===== src/rtl/rxu_pkg.sv =====
package rxu_pkg;
  typedef enum logic [2:0] {
    OP_NOP  = 3'd0,
    OP_LOAD = 3'd1,
    OP_MOVE = 3'd2,
    OP_A2B  = 3'd3,
    OP_B2A  = 3'd4,
    OP_SWAP = 3'd5,
    OP_SEXT = 3'd6,
    OP_RSVD = 3'd7
  } rxu_op_e;

  typedef enum logic [2:0] {
    SEL_A  = 3'd0,
    SEL_B  = 3'd1,
    SEL_D  = 3'd2,
    SEL_X  = 3'd3,
    SEL_Y  = 3'd4,
    SEL_U5 = 3'd5,
    SEL_U6 = 3'd6,
    SEL_U7 = 3'd7
  } rxu_sel_e;

  localparam int unsigned NUM_WR = 2;
endpackage


===== src/rtl/rxu_rdport.sv =====
module rxu_rdport #(
  parameter int unsigned BYTE_W = 8,
  localparam int unsigned WORD_W = 2 * BYTE_W
) (
  input  logic [2:0]        sel,
  input  logic [BYTE_W-1:0] a_q,
  input  logic [BYTE_W-1:0] b_q,
  input  logic [WORD_W-1:0] x_q,
  input  logic [WORD_W-1:0] y_q,
  output logic [WORD_W-1:0] val,
  output logic              is_byte,
  output logic              ok
);
  import rxu_pkg::*;

  always_comb begin
    val     = '0;
    is_byte = 1'b0;
    ok      = 1'b1;
    case (rxu_sel_e'(sel))
      SEL_A: begin val = {{BYTE_W{1'b0}}, a_q}; is_byte = 1'b1; end
      SEL_B: begin val = {{BYTE_W{1'b0}}, b_q}; is_byte = 1'b1; end
      SEL_D: val = {a_q, b_q};
      SEL_X: val = x_q;
      SEL_Y: val = y_q;
      default: ok = 1'b0;
    endcase
  end
endmodule


===== src/rtl/rxu_engine.sv =====
module rxu_engine #(
  parameter int unsigned BYTE_W = 8,
  localparam int unsigned WORD_W = 2 * BYTE_W,
  localparam int unsigned NWR = rxu_pkg::NUM_WR
) (
  input  logic [2:0]                  op,
  input  logic [2:0]                  src,
  input  logic [2:0]                  dst,
  input  logic [WORD_W-1:0]           ld_val,
  input  logic [WORD_W-1:0]           s_val,
  input  logic                        s_byte,
  input  logic                        s_ok,
  input  logic [WORD_W-1:0]           d_val,
  input  logic                        d_byte,
  input  logic                        d_ok,
  input  logic [BYTE_W-1:0]           a_q,
  input  logic [BYTE_W-1:0]           b_q,
  output logic [NWR-1:0]              wr_en,
  output logic [NWR-1:0][2:0]         wr_sel,
  output logic [NWR-1:0][WORD_W-1:0]  wr_data,
  output logic                        flg_upd,
  output logic                        flg_n,
  output logic                        flg_z
);
  import rxu_pkg::*;

  function automatic logic [WORD_W-1:0] fit(input logic [WORD_W-1:0] v,
                                             input logic from_byte,
                                             input logic to_byte,
                                             input logic sext);
    logic [WORD_W-1:0] r;
    if (from_byte && !to_byte)
      r = sext ? {{BYTE_W{v[BYTE_W-1]}}, v[BYTE_W-1:0]}
               : {{BYTE_W{1'b0}}, v[BYTE_W-1:0]};
    else if (to_byte)
      r = {{BYTE_W{1'b0}}, v[BYTE_W-1:0]};
    else
      r = v;
    return r;
  endfunction

  logic same_sel;
  logic pair_overlap;

  always_comb begin
    same_sel     = (src == dst);
    pair_overlap = ((rxu_sel_e'(src) == SEL_D) && d_byte) ||
                   ((rxu_sel_e'(dst) == SEL_D) && s_byte);
  end

  always_comb begin
    wr_en   = '0;
    wr_sel  = '0;
    wr_data = '0;
    flg_upd = 1'b0;
    flg_n   = 1'b0;
    flg_z   = 1'b0;
    case (rxu_op_e'(op))
      OP_LOAD: if (d_ok) begin
        wr_en[0]   = 1'b1;
        wr_sel[0]  = dst;
        wr_data[0] = d_byte ? {{BYTE_W{1'b0}}, ld_val[BYTE_W-1:0]} : ld_val;
        flg_upd    = 1'b1;
        flg_n      = d_byte ? ld_val[BYTE_W-1] : ld_val[WORD_W-1];
        flg_z      = d_byte ? (ld_val[BYTE_W-1:0] == '0) : (ld_val == '0);
      end
      OP_MOVE: if (s_ok && d_ok && !same_sel) begin
        wr_en[0]   = 1'b1;
        wr_sel[0]  = dst;
        wr_data[0] = fit(s_val, s_byte, d_byte, 1'b1);
      end
      OP_A2B: begin
        wr_en[0]   = 1'b1;
        wr_sel[0]  = SEL_B;
        wr_data[0] = {{BYTE_W{1'b0}}, a_q};
        flg_upd    = 1'b1;
        flg_n      = a_q[BYTE_W-1];
        flg_z      = (a_q == '0);
      end
      OP_B2A: begin
        wr_en[0]   = 1'b1;
        wr_sel[0]  = SEL_A;
        wr_data[0] = {{BYTE_W{1'b0}}, b_q};
        flg_upd    = 1'b1;
        flg_n      = b_q[BYTE_W-1];
        flg_z      = (b_q == '0);
      end
      OP_SWAP: if (s_ok && d_ok && !same_sel && !pair_overlap) begin
        wr_en      = '1;
        wr_sel[0]  = dst;
        wr_data[0] = fit(s_val, s_byte, d_byte, 1'b0);
        wr_sel[1]  = src;
        wr_data[1] = fit(d_val, d_byte, s_byte, 1'b0);
      end
      OP_SEXT: if (s_ok && d_ok && s_byte && !d_byte) begin
        wr_en[0]   = 1'b1;
        wr_sel[0]  = dst;
        wr_data[0] = fit(s_val, 1'b1, 1'b0, 1'b1);
      end
      default: ;
    endcase
  end
endmodule


===== src/rtl/rxu_regfile.sv =====
module rxu_regfile #(
  parameter int unsigned BYTE_W = 8,
  localparam int unsigned WORD_W = 2 * BYTE_W,
  localparam int unsigned NWR = rxu_pkg::NUM_WR
) (
  input  logic                        clk,
  input  logic                        rst,
  input  logic [NWR-1:0]              wr_en,
  input  logic [NWR-1:0][2:0]         wr_sel,
  input  logic [NWR-1:0][WORD_W-1:0]  wr_data,
  output logic [BYTE_W-1:0]           a_q,
  output logic [BYTE_W-1:0]           b_q,
  output logic [WORD_W-1:0]           x_q,
  output logic [WORD_W-1:0]           y_q
);
  import rxu_pkg::*;

  logic [BYTE_W-1:0] a_n, b_n;
  logic [WORD_W-1:0] x_n, y_n;

  always_comb begin
    a_n = a_q;
    b_n = b_q;
    x_n = x_q;
    y_n = y_q;
    for (int k = 0; k < NWR; k++) begin
      if (wr_en[k]) begin
        case (rxu_sel_e'(wr_sel[k]))
          SEL_A: a_n = wr_data[k][BYTE_W-1:0];
          SEL_B: b_n = wr_data[k][BYTE_W-1:0];
          SEL_D: begin
            a_n = wr_data[k][WORD_W-1:BYTE_W];
            b_n = wr_data[k][BYTE_W-1:0];
          end
          SEL_X: x_n = wr_data[k];
          SEL_Y: y_n = wr_data[k];
          default: ;
        endcase
      end
    end
  end

  always_ff @(posedge clk) begin
    if (rst) begin
      a_q <= '0;
      b_q <= '0;
      x_q <= '0;
      y_q <= '0;
    end else begin
      a_q <= a_n;
      b_q <= b_n;
      x_q <= x_n;
      y_q <= y_n;
    end
  end
endmodule


===== src/rtl/rxu_top.sv =====
module rxu_top #(
  parameter int unsigned BYTE_W = 8,
  localparam int unsigned WORD_W = 2 * BYTE_W,
  localparam int unsigned NWR = rxu_pkg::NUM_WR
) (
  input  logic              clk,
  input  logic              rst,
  input  logic [2:0]        op,
  input  logic [2:0]        src,
  input  logic [2:0]        dst,
  input  logic [WORD_W-1:0] ld_val,
  output logic [BYTE_W-1:0] a,
  output logic [BYTE_W-1:0] b,
  output logic [WORD_W-1:0] d,
  output logic [WORD_W-1:0] x,
  output logic [WORD_W-1:0] y,
  output logic              flag_n,
  output logic              flag_z,
  output logic              flag_v
);
  logic [BYTE_W-1:0] a_q, b_q;
  logic [WORD_W-1:0] x_q, y_q;

  logic [1:0][2:0]        rd_sel;
  logic [1:0][WORD_W-1:0] rd_val;
  logic [1:0]             rd_byte;
  logic [1:0]             rd_ok;

  logic [NWR-1:0]              wr_en;
  logic [NWR-1:0][2:0]         wr_sel;
  logic [NWR-1:0][WORD_W-1:0]  wr_data;
  logic                        flg_upd, flg_n, flg_z;
  logic                        n_q, z_q, v_q;

  assign rd_sel[0] = src;
  assign rd_sel[1] = dst;

  for (genvar p = 0; p < 2; p++) begin : g_rd
    rxu_rdport #(.BYTE_W(BYTE_W)) u_rd (
      .sel     (rd_sel[p]),
      .a_q     (a_q),
      .b_q     (b_q),
      .x_q     (x_q),
      .y_q     (y_q),
      .val     (rd_val[p]),
      .is_byte (rd_byte[p]),
      .ok      (rd_ok[p])
    );
  end

  rxu_engine #(.BYTE_W(BYTE_W)) u_eng (
    .op      (op),
    .src     (src),
    .dst     (dst),
    .ld_val  (ld_val),
    .s_val   (rd_val[0]),
    .s_byte  (rd_byte[0]),
    .s_ok    (rd_ok[0]),
    .d_val   (rd_val[1]),
    .d_byte  (rd_byte[1]),
    .d_ok    (rd_ok[1]),
    .a_q     (a_q),
    .b_q     (b_q),
    .wr_en   (wr_en),
    .wr_sel  (wr_sel),
    .wr_data (wr_data),
    .flg_upd (flg_upd),
    .flg_n   (flg_n),
    .flg_z   (flg_z)
  );

  rxu_regfile #(.BYTE_W(BYTE_W)) u_rf (
    .clk     (clk),
    .rst     (rst),
    .wr_en   (wr_en),
    .wr_sel  (wr_sel),
    .wr_data (wr_data),
    .a_q     (a_q),
    .b_q     (b_q),
    .x_q     (x_q),
    .y_q     (y_q)
  );

  always_ff @(posedge clk) begin
    if (rst) begin
      n_q <= 1'b0;
      z_q <= 1'b0;
      v_q <= 1'b0;
    end else if (flg_upd) begin
      n_q <= flg_n;
      z_q <= flg_z;
      v_q <= 1'b0;
    end
  end

  assign a      = a_q;
  assign b      = b_q;
  assign d      = {a_q, b_q};
  assign x      = x_q;
  assign y      = y_q;
  assign flag_n = n_q;
  assign flag_z = z_q;
  assign flag_v = v_q;
endmodule


===== config.mk =====
export PLATFORM = sky130hd
export DESIGN_NAME = rxu_top
export DESIGN_NICKNAME = d
export VERILOG_FILES = /design/src/rtl/rxu_pkg.sv /design/src/rtl/rxu_rdport.sv /design/src/rtl/rxu_engine.sv /design/src/rtl/rxu_regfile.sv /design/src/rtl/rxu_top.sv
export SDC_FILE = /design/constraint.sdc
export NUM_CORES = 1
export LEC_CHECK = 0
export ABC_AREA = 1
export ABC_CLOCK_PERIOD_IN_PS = 3300
export BUFFER_PORTS_ARGS = -buffer_cell sky130_fd_sc_hd__buf_2
export CORE_MARGIN = 4
export CORE_UTILIZATION = 40
export DETAILED_ROUTE_END_ITERATION = 8
export GPL_TIMING_DRIVEN = 0
export PLACE_DENSITY = 0.58
export SYNTH_ARGS = -nofsm -noshare
export SYNTH_HDL_FRONTEND = slang
export SYNTH_HIERARCHICAL = 1
export SYNTH_SLANG_ARGS = --single-unit

===== constraint.sdc =====
create_clock -name clk -period 3.3 [get_ports clk]
set_input_delay 0.66 -clock clk [delete_from_list [all_inputs] [get_ports clk]]
set_output_delay 0.66 -clock clk [all_outputs]
set_load 0.01 [all_outputs]

## Word-level counts from Yosys, hierarchy flattened

Index checks and enable logic that the tools add are counted.

- Eq/ne operators: 23
- Multiplexer cells: 53
- Reduce and logical (&&, ||, !) cells: 29

Operators with widths:

| cell | count |
|---|---|
| 16-bit two-way mux | 18 |
| 16-bit case mux with 5 select lines | 2 |
| 16-bit case mux with 6 select lines | 1 |
| 8-bit two-way mux | 6 |
| 32-bit two-way mux | 1 |
| 8-bit case mux with 2 select lines | 2 |
| 3-bit by 2-bit equality test with 1-bit output, second input constant | 10 |
| 8-bit logical NOT | 3 |
| 3-bit equality test, second input constant | 7 |
| 16-bit logical NOT | 1 |
| 3-bit by 1-bit equality test with 1-bit output, second input constant | 5 |
| 3-bit case mux with 5 select lines | 1 |
| 3-bit logical NOT | 4 |
| 1-bit two-way mux | 12 |
| 3-bit two-way mux | 4 |
| 2-bit OR reduction | 5 |
| 5-bit OR reduction | 2 |
| 1-bit logical AND | 9 |
| 6-bit two-way mux | 1 |
| 1-bit case mux with 3 select lines | 2 |
| 1-bit case mux with 5 select lines | 1 |
| 1-bit logical NOT | 4 |
| 3-bit equality test | 1 |
| 2-bit two-way mux | 1 |
| other kinds (2) | 2 |

- Register bits after elaboration: 50
- Input bits: 27
- Word-level logic and storage cells: 111

## Depth between registers and ports, before layout

Gate-level depths: netlist of the first run.

- Word-level depth: 15
- Gate-level depth with buffers: 22
- Depth with buffers taken out: 19

## Cells and area by module

Netlist of the first run, hierarchy kept.

Modules (own cells, without submodules):

| module | times used | cells each | area an instance (µm²) | seq. area each (µm²) |
|---|---|---|---|---|
| rxu_regfile | 1 | 427 | 2683.8 | 960.9 |
| rxu_engine | 1 | 233 | 1077.3 | 0.0 |
| rxu_rdport | 2 | 116 | 535.5 | 0.0 |
| rxu_top | 1 | 31 | 212.7 | 40.0 |

## Worst setup path before layout of the first run

OpenSTA, ideal clock, no wires.

- Kind: input to register
- From: in src[0]
- To: reg u_rf.x_q[8]
- Arrival time: 2.836 ns
- Required time: 3.190 ns
- Path slack: 0.353 ns
- Stages: 19
- Buffers on the path: 5
- Path through: buf_4 nor2_8 buf_6 nand2_1 nand2_1 buf_2 nand3_1 nor2_1 inv_1 nand3_2 nor2_2 nor2_1 buf_4 nand4_2 buf_2 nand2_1 nand3_1 nand3_1 inv_1

RTL lines:

| item | RTL line | text |
|---|---|---|
| start, declared | rxu_top.sv:9 | `input logic [2:0] src,` |
| end signal, assigned | rxu_regfile.sv:52 | `x_q <= x_n;` |
| end, declared | rxu_regfile.sv:13 | `output logic [WORD_W-1:0] x_q,` |

==> key figures, run 1 <==
GRT
  • First-pass GRT wire length: 30900 um
  • Largest net degree at the start of global routing: 17
  • Antenna violations before repair: 0
  • Total gr overflow: 0
  • Global-route usage over all layers: 0.272
  • Vias in the first global route: 5477

STA
  • Fin Clk Skew: 0.00902 ns
  • Hold WS: 0.471 ns
  • Final hold vios: 0
  • Worst-margin pin slew: 0.604 ns
  • Top achievable clock speed: 325 MHz
  • Period utilization: 0.932
  • Final setup margin: 0.225 ns
  • Final setup vio count: 0
  • Max Slew Vio Count: 0
  • Final min period: 3.07 ns
  • Relative slew margins: 0.597
  • Final setup TNS: 0 ns

Clocking
  • Hold-fix buffers, CTS: 0
  • CTS root buffer: clkbuf_16
  • Clock Sinks: 50
  • CTS Buffer Depth: 2
  • Clk_lat worst skew: 0.30 ns
  • CTS tree: yes
  • Worst-path clk slew: 0.08 ns
  • CTS HTree Levels: 2
  • CTS Buf Count: 5

Pwr
  • Power Total: 1.47 mW
  • Switching Share: 0.329
  • Sequential share of power: 0.427
  • Worst VDD drop: 0.000168 V
  • Net switching power figure: 0.484 mW
  • Combinational power share: 0.207
  • PwrDens: 247 mW/mm2
  • Leak: 3.22 nW
  • Clock share of power: 0.366
  • Int Power: 0.987 mW

Routing
  • Starting DRT DRC Count: 596
  • WL final: 19700 um
  • Drc violations: 0
  • Detail-routed via count per cell: 5.08
  • WL per Instance: 16.5 um
  • Post-route ant nets: 0
  • Initial DRT Pass Iterations: 6
  • Vias post-DR: 6052

Layout
  • Antenna diode count: 0
  • Register area: 0.00100 mm2
  • Non-Filler Instances: 1191
  • Final Util: 0.489
  • Nets: 1050
  • Fillers: 1381
  • Area taken by multi-input logic gates: 0.00327 mm2
  • Post-route design area: 0.00595 mm2
  • Layout area overhead: 17.9%
  • Share of cells above drive strength 1: 0.220

Floorplanning
  • Top Ports: 94
  • Core Rows: 40
  • Starting density of the core: 0.415
  • DIE AREA: 0.0145 mm2
  • Core ar.: 0.0122 mm2
  • Chip height: 120 um
  • Die Wd: 120 um

Critical path
  • Crit start category: input port
  • Crit path arrival time: 3.28 ns
  • Worst setup path start: src[1]
  • Critical path buffers and inverters: 8
  • Crit Path Max Fanout: 10
  • RR Startpoint: u_rf/a_q[7]
  • CP required: 3.50 ns
  • Worst reg2reg path endpoint: u_rf/a_q[2]
  • Critical path depth: 20
  • Crit Path Category: in2reg
  • CP endpoint kind: register
  • CP top delay family: simple AND/OR/NAND/NOR gates
  • CP endpoint: u_rf/x_q[14]
  • Max stage delay on crit path: 0.25 ns
  • Slowest cell on the critical path: clkbuf_4
  • R2R depth: 12
  • Flop2flop setup slack: 1.14 ns
  • Worst-path cell chain: buf_2 > buf_6 > nor2_8 > buf_6 > nand2_1 > nand2_1 > buf_2 > nand3_1 > nor2_1 > inv_1 > nand3_4 > nor2_4 > nor2_4 > buf_4 > nand4_4 > clkbuf_4 > nand2_1 > nand3_1 > nand3_1 > inv_1

Synthesis
  • Count leader, synth: nand2_1
  • Post-synthesis async set-or-reset flop share: 0
  • Register area share after synthesis: 0.198
  • Leading post-synthesis cells by cell area: nand2_1 22%, dfxtp_1 20%, nand3_1 13%
  • Count of different cell masters after synthesis: 38
  • Yosys top cell by area: nand2_1
  • Synth cell count leaders: 298 x nand2_1, 136 x nand3_1, 105 x inv_1
  • Cell count after synthesis: 923
  • Synth Net Count: 950
  • Yosys Warn Count: 6
  • Synth Register Bits: 50
  • Mean Syn Cell Area: 5.47 um2
  • Mapped Area: 0.00504 mm2
  • Synth Flop Type: dfxtp_1
  • Share of the synthesized area in the top cell type: 0.222
  • EDFF count, synth: 0

Min path
  • Hold Crit Class: reg2reg

Place
  • GP Congestion: 0.941
  • Placed cells: 1183
  • Number of port buffers: 92
  • Post-DP HPWL: 15300 um
  • DP Area: 0.00572 mm2
  • Pre-CTS WS: -0.398 ns

Run
  • Max Cap Viol: 0

Run status
  • Status: finished clean
-- cells in the final DEF, fill, tap and decap left out, drive strengths merged, types with 3 or more instances in the layout --
master / instances
nand2: 311
nand3: 143
buf: 139
inv: 123
nor2: 102
o21ai: 51
dfxtp: 50
a21oi: 45
or2: 17
nand4: 14
clkbuf: 12
nor4: 5
nor3: 3
-- registers in the layout (all words and copies together), names as in the netlist --
| signal | cells |
|---|---|
| flag_n | 1 |
| flag_z | 1 |
| u_rf/a_q | 8 |
| u_rf/b_q | 8 |
| u_rf/x_q | 16 |
| u_rf/y_q | 16 |
-- per-layer routing --
layer | wire [um] | track usage | vias to the layer above
li1 | - | - | 3101
met1 | 9430 | 0.404 | 2669
met2 | 8260 | 0.413 | 258
met3 | 1590 | 0.0402 | 24
met4 | 415 | 0.0637 | 0
met5 | 0 | 0 | -
-- cell families (layout without fill, tap and decap cells) --
family                    count (synthesis)  after routing  synth area share
buffers and inverters                   175            275             0.166
AOI/OAI and AO/OA                        98             98            0.0980
other                                     1              1          0.000743
DFF                                      50             50             0.198
and+or+nand+nor                         598            598             0.535
xor gates and xnor gates                  1              1           0.00174
-- worst reg2reg max path, stage by stage, from the launching register on --
cell and delay [ns]:
dfxtp_1 0.59, nand3_1 0.13, nand2_1 0.07, nor2_1 0.04
nand2_1 0.15, nor2_1 0.08, nor2_2 0.26, nand2_1 0.09
nand3b_1 0.27, nand3_1 0.13, nand2_1 0.10, nand2_1 0.05
a21oi_1 0.13
-- what timing repair did --
action / in CTS / in global routing
buffers inserted: 0 / 1
endpoints found under the setup margin: 10 / 48
pin swaps: 0 / 1
resized for setup: 1 / 31
-- how the worst min path moves through the flow --
stage / start / to / slack, ns / cells after the start
after floorplan: flag_n / flag_n / 0.49 / 2
after global placement: flag_n / flag_n / 0.45 / 2
after detailed placement: flag_n / flag_n / 0.46 / 2
after CTS: flag_n / flag_n / 0.47 / 2
after global routing: flag_z / flag_z / 0.53 / 2
final: flag_n / flag_n / 0.47 / 2
-- final cells by class --
type,count,area share
Inverter,122,0.0782
Timing Repair Buffer,93,0.0787
Sequential cell,50,0.168
Buffer,53,0.0654
Clock buffer,5,0.0210
Clock inverter,2,0.00294
Multi-Input combinational cell,698,0.550
Tap cell,168,0.0353
-- power by group through the flow --
stage / clock, mW / combinational [mW] / sequential, mW
2_1_floorplan: 0 / 0.194 / 0.637
3_3_place_gp: 0 / 0.290 / 0.642
3_5_place_dp: 0 / 0.288 / 0.641
4_1_cts: 0.558 / 0.290 / 0.627
5_1_grt: 0.580 / 0.336 / 0.629
6_report: 0.539 / 0.305 / 0.628
Power figures use the tool's default switching activity.
==> run 2: changes to the inputs <==
- BUFFER_PORTS_ARGS: -buffer_cell sky130_fd_sc_hd__buf_2 -> -buffer_cell sky130_fd_sc_hd__clkbuf_2
==> run 2 against run 1 <==
Maximum frequency fell by 0.81%. Register-to-register slack got worse by 0.04 ns. Sequential cell count did not move. First-iteration DRC count fell by 0.17%. Worst hold slack improved by 0.0036 ns. Clock-buffer cell count did not move. Clock power rose by 2%. Largest power group unchanged.
==> key figures, run 2 (synthesis results as in run 1) <==
Run status
  • Status: finished clean (unchanged)

Clocking
  • CTS Buffer Depth: 2 (unchanged)
  • CTS root buffer: clkbuf_16 (unchanged)
  • CTS Buf Count: 5 (unchanged)
  • Worst-path clk slew: 0.08 ns (about the same)
  • Clock Sinks: 50 (unchanged)
  • CTS tree: yes (unchanged)
  • Clk_lat worst skew: 0.31 ns (was 0.30 ns)
  • CTS HTree Levels: 2 (unchanged)

Layout
  • Antenna diode count: 0 (unchanged)
  • Final Util: 0.489 (about the same)
  • Most frequent cells in the layout: 295 x nand2_1, 135 x nand3_1, 104 x inv_1 (unchanged)
  • Biggest regs: u_rf/x_q (16), u_rf/y_q (16) (unchanged)
  • Post-route design area: 0.00595 mm2 (about the same)
  • Nets: 1050 (unchanged)
  • Commonest non-fill, non-tap cell in the layout: nand2_1 (unchanged)
  • Layout area overhead: 17.9% (about the same)
  • Share of cells above drive strength 1: 0.219 (was 0.220)

Run
  • Max Cap Viol: 0 (unchanged)

Routing
  • Detail-routed via count per cell: 5.15 (was 5.08)
  • Drc violations: 0 (unchanged)
  • Starting DRT DRC Count: 595 (was 596)
  • Vias post-DR: 6129 (was 6052)
  • Initial DRT Pass Iterations: 5 (was 6)
  • WL per Instance: 16.9 um (was 16.5 um)
  • Post-route ant nets: 0 (unchanged)
  • WL final: 20100 um (was 19700 um)

GRT
  • Global-route usage over all layers: 0.271 (was 0.272)
  • Total gr overflow: 0 (unchanged)
  • First-pass GRT wire length: 30600 um (was 30900 um)
  • Vias in the first global route: 5325 (was 5477)
  • Antenna violations before repair: 0 (unchanged)
  • Largest net degree at the start of global routing: 17 (unchanged)

STA
  • Final setup TNS: 0 ns (unchanged)
  • Max Slew Vio Count: 0 (unchanged)
  • Fin Clk Skew: 0.00974 ns (was 0.00902 ns)
  • Final setup vio count: 0 (unchanged)
  • Worst-margin pin slew: 0.582 ns (was 0.604 ns)
  • RSZ-0062 raised after global routing: yes
  • Final min period: 3.10 ns (was 3.07 ns)
  • Hold WS: 0.474 ns (was 0.471 ns)
  • Relative slew margins: 0.612 (was 0.597)
  • Final hold vios: 0 (unchanged)
  • Final setup margin: 0.200 ns (was 0.225 ns)
  • Top achievable clock speed: 323 MHz (was 325 MHz)
  • Period utilization: 0.939 (was 0.932)

Place
  • Number of port buffers: 92 (unchanged)
  • Post-DP HPWL: 15400 um (was 15300 um)
  • GP Congestion: 0.921 (was 0.941)
  • Pre-CTS WS: -0.419 ns (was -0.398 ns)
  • DP Area: 0.00572 mm2 (unchanged)

Floorplanning
  • Starting density of the core: 0.415 (unchanged)
  • Top Ports: 94 (unchanged)
  • DIE AREA: 0.0145 mm2 (unchanged)
  • Chip height: 120 um (unchanged)
  • Core Rows: 40 (unchanged)
  • Die Wd: 120 um (unchanged)
  • Core ar.: 0.0122 mm2 (unchanged)

Pwr
  • PwrDens: 249 mW/mm2 (was 247 mW/mm2)
  • Net switching power figure: 0.496 mW (was 0.484 mW)
  • Clock share of power: 0.369 (was 0.366)
  • Worst VDD drop: 0.000212 V (was 0.000168 V)
  • Switching Share: 0.334 (was 0.329)
  • Int Power: 0.988 mW (was 0.987 mW)
  • Combinational power share: 0.207 (about the same)
  • Sequential share of power: 0.424 (was 0.427)
  • Leak: 3.16 nW (was 3.22 nW)

Min path
  • Hold Crit Class: reg2reg (unchanged)

Critical path
  • Crit Path Category: in2reg (unchanged)
  • CP required: 3.51 ns (was 3.50 ns)
  • Crit path arrival time: 3.31 ns (was 3.28 ns)
  • CP endpoint kind: register (unchanged)
  • Crit Path Max Fanout: 10 (unchanged)
  • Crit start category: input port (unchanged)
## run 2: changes by cell type in the layout (fill, tap and decap cells not counted)
cell      delta
buf_2       -92
buf_4        -2
clkbuf_2    +92
clkbuf_4     +2
nor2_1       +1
nor2_2       -1
## run 2: per-layer routing
layer / track usage / vias up / part of all wire / wire length [um]
li1: - / 3102 / - / -
met1: 0.405 / 2751 / 0.47 / 9460
met2: 0.400 / 248 / 0.43 / 8580
met3: 0.0468 / 28 / 0.082 / 1640
met4: 0.0680 / 0 / 0.020 / 395
met5: 0 / - / 0 / 0
## run 2: layout make-up
type,instances,area [um2]
Buffer,53,389
Clock buffer,5,125
Clock inverter,2,17.5
Fill cell,1368,6210
Inverter,122,465
Multi-Input combinational cell,698,3270
Sequential cell,50,1000
Tap cell,168,210
Timing Repair Buffer,93,468
## run 2: what timing repair did
action,CTS,global route
setup buffers,0,1
resized for setup,1,28
hold buffers,0,0
endpoints found under the hold margin,0,0
cloned,0,0
pin swaps,0,1
endpoints found under the setup margin,10,48
## run 2: final timing paths
path | cells after the start | slack [ns] | start | to
max | 21 | 0.20 | dst[0] | u_rf/x_q[13]
min | 2 | 0.47 | flag_n | flag_n
max reg2reg | 12 | 1.10 | u_rf/a_q[7] | u_rf/a_q[4]
min reg2reg | 2 | 0.47 | flag_n | flag_n
## run 2: stage by stage
step	power [mW]	std cells
floorplan	0.831	923
global placement	0.933	1183
detailed placement	0.931	1183
CTS	1.48	1190
global route	1.54	1191
finish	1.48	1191
## run 2: power by group through the flow
stage / sequential (mW) / combinational, mW / clock (mW)
2_1_floorplan: 0.637 / 0.194 / 0
5_1_grt: 0.629 / 0.338 / 0.577
3_5_place_dp: 0.642 / 0.289 / 0
3_3_place_gp: 0.642 / 0.290 / 0
4_1_cts: 0.628 / 0.291 / 0.565
6_report: 0.628 / 0.307 / 0.548
## run 2: worst max-delay path: stages
cell and delay [ns]:
clkbuf_2 0.12, buf_4 0.20, nor2_8 0.06, buf_6 0.13
nand2_1 0.07, nand2_2 0.12, nand2_1 0.09, inv_1 0.04
nand2_1 0.04, nand2_1 0.06, nor2_2 0.12, nand3_4 0.16
buf_4 0.22, nor2_1 0.24, nand2_1 0.13, inv_1 0.07
nand2_1 0.13, buf_2 0.24, or2_2 0.29, nand3_1 0.08
inv_1 0.04
==> run 3: changes to the inputs <==
- RECOVER_POWER: default -> 50
==> run 3 against run 2 <==
Via count is 0.34% lower. Sequential cell count stayed put. Total power hardly changed. Combinational power hardly changed. Worst hold slack better by 0.0012 ns. Global-route usage stayed put.
==> key figures, run 3 (synthesis results as in run 1) <==
Run status
  • Status: finished clean (unchanged)

GRT
  • Global-route usage over all layers: 0.271 (unchanged)
  • Largest net degree at the start of global routing: 17 (unchanged)
  • Total gr overflow: 0 (unchanged)
  • Vias in the first global route: 5325 (unchanged)
  • First-pass GRT wire length: 30600 um (unchanged)
  • Antenna violations before repair: 0 (unchanged)

Clocking
  • Clk_lat worst skew: 0.31 ns (about the same)
  • Hold-fix buffers, CTS: 0 (unchanged)
  • CTS Buffer Depth: 2 (unchanged)
  • CTS root buffer: clkbuf_16 (unchanged)
  • CTS HTree Levels: 2 (unchanged)
  • Clock Sinks: 50 (unchanged)
  • CTS Buf Count: 5 (unchanged)
  • CTS tree: yes (unchanged)
  • Worst-path clk slew: 0.08 ns (about the same)

STA
  • Final setup margin: 0.178 ns (was 0.200 ns)
  • Final min period: 3.12 ns (was 3.10 ns)
  • Max Slew Vio Count: 0 (unchanged)
  • Final hold vios: 0 (unchanged)
  • Final setup vio count: 0 (unchanged)
  • Relative slew margins: 0.604 (was 0.612)
  • Fin Clk Skew: 0.00874 ns (was 0.00974 ns)
  • Worst-margin pin slew: 0.592 ns (was 0.582 ns)
  • Period utilization: 0.946 (was 0.939)
  • Top achievable clock speed: 320 MHz (was 323 MHz)
  • RSZ-0062 raised after global routing: yes (unchanged)

Pwr
  • Worst VDD drop: 0.000212 V (about the same)
  • Power Total: 1.48 mW (about the same)
  • Leak: 3.00 nW (was 3.16 nW)
  • PwrDens: 252 mW/mm2 (was 249 mW/mm2)

Layout
  • Non-Filler Instances: 1191 (unchanged)
  • Commonest non-fill, non-tap cell in the layout: nand2_1 (unchanged)
  • Antenna diode count: 0 (unchanged)
  • Nets: 1050 (unchanged)
  • Biggest regs: u_rf/x_q (16), u_rf/y_q (16) (unchanged)
  • Post-route design area: 0.00589 mm2 (was 0.00595 mm2)
  • Most frequent cells in the layout: 295 x nand2_1, 135 x nand3_1, 104 x inv_1 (unchanged)
  • Layout area overhead: 16.7% (was 17.9%)
  • Share of cells above drive strength 1: 0.174 (was 0.219)

Place
  • DP Area: 0.00572 mm2 (unchanged)
  • Number of port buffers: 92 (unchanged)
  • Placed cells: 1183 (unchanged)
  • Pre-CTS WS: -0.419 ns (unchanged)
  • GP Congestion: 0.921 (unchanged)
  • Post-DP HPWL: 15400 um (unchanged)

Critical path
  • Crit Path Max Fanout: 10 (unchanged)
  • RR Startpoint: u_rf/a_q[7] (unchanged)
  • CP endpoint kind: register (unchanged)
  • CP required: 3.51 ns (about the same)
  • Crit start category: input port (unchanged)
  • Crit Path Category: in2reg (unchanged)
  • Crit path arrival time: 3.33 ns (was 3.31 ns)
  • Worst setup path start: dst[2] (was dst[0])

Routing
  • Starting DRT DRC Count: 599 (was 595)
  • Vias post-DR: 6108 (was 6129)
  • Post-route ant nets: 0 (unchanged)
  • Detail-routed via count per cell: 5.13 (was 5.15)
  • Initial DRT Pass Iterations: 6 (was 5)
  • WL final: 20200 um (was 20100 um)
  • Drc violations: 0 (unchanged)
  • WL per Instance: 16.9 um (about the same)

Floorplanning
  • Core Rows: 40 (unchanged)
  • Top Ports: 94 (unchanged)
  • Die Wd: 120 um (unchanged)
  • Starting density of the core: 0.415 (unchanged)
  • DIE AREA: 0.0145 mm2 (unchanged)
  • Chip height: 120 um (unchanged)
  • Core ar.: 0.0122 mm2 (unchanged)

Run
  • Max Cap Viol: 0 (unchanged)

Min path
  • Hold Crit Class: reg2reg (unchanged)
  • Hold path start: flag_n (unchanged)
## run 3: path summary, 6_finish.rpt
check	to	slack, ns	cells after the start
setup reg to reg	u_rf/a_q[2]	1.13	12
setup / recovery	u_rf/x_q[13]	0.18	21
hold reg to reg	flag_n	0.48	2
hold / removal	flag_n	0.48	2
## run 3: repair_timing
item | 4_1_cts | 5_1_grt
resized for setup | 1 | 28
setup endpoints to repair | 10 | 48
pin swaps | 0 | 1
setup buffers | 0 | 1
cloned | 0 | 0
## run 3: through the flow
stage / TNS (ns) / hold slack (ns) / utilization
6_report: 0 / 0.475 / 0.484
5_1_grt: -0.0629 / 0.508 / 0.484
4_1_cts: 0 / 0.476 / 0.482
3_5_place_dp: -11.38 / 0.465 / 0.470
3_3_place_gp: -10.64 / 0.458 / 0.470
2_1_floorplan: 0 / 0.493 / -
## run 3: layout make-up
type / instances / area (um2)
buffer: 53 / 389
sequential: 50 / 1000
clock inverter: 2 / 17.5
inverter: 122 / 465
multi-input combinational: 698 / 3270
fill: 1393 / 6270
clock buffer: 5 / 125
timing repair buffer: 93 / 410
tap: 168 / 210
## run 3: critical path: stages
cell,delay [ns]
clkbuf_2,0.12
buf_6,0.16
inv_4,0.06
buf_4,0.16
nand2_1,0.08
nand2_2,0.12
nand2_1,0.09
inv_1,0.04
nand2_1,0.04
nand2_1,0.06
nor2_2,0.12
nand3_4,0.16
buf_4,0.22
nor2_1,0.25
nand2_1,0.13
inv_1,0.07
nand2_1,0.13
buf_2,0.23
or2_2,0.29
nand3_1,0.09
inv_1,0.04
## run 3: power by group
group	switching [mW]	internal (mW)
clock	0.265	0.284
combinational	0.214	0.0928
sequential	0.0183	0.610
total	0.497	0.986
## run 3: per-layer routing
metal / routed length (um) / part of all wire / GRT usage / up-vias
met2: 8570 / 0.43 / 0.400 / 249
met3: 1660 / 0.083 / 0.0468 / 31
met4: 376 / 0.019 / 0.0680 / 0
met1: 9550 / 0.47 / 0.405 / 2723
met5: 0 / 0 / 0 / -
li1: - / - / - / 3105
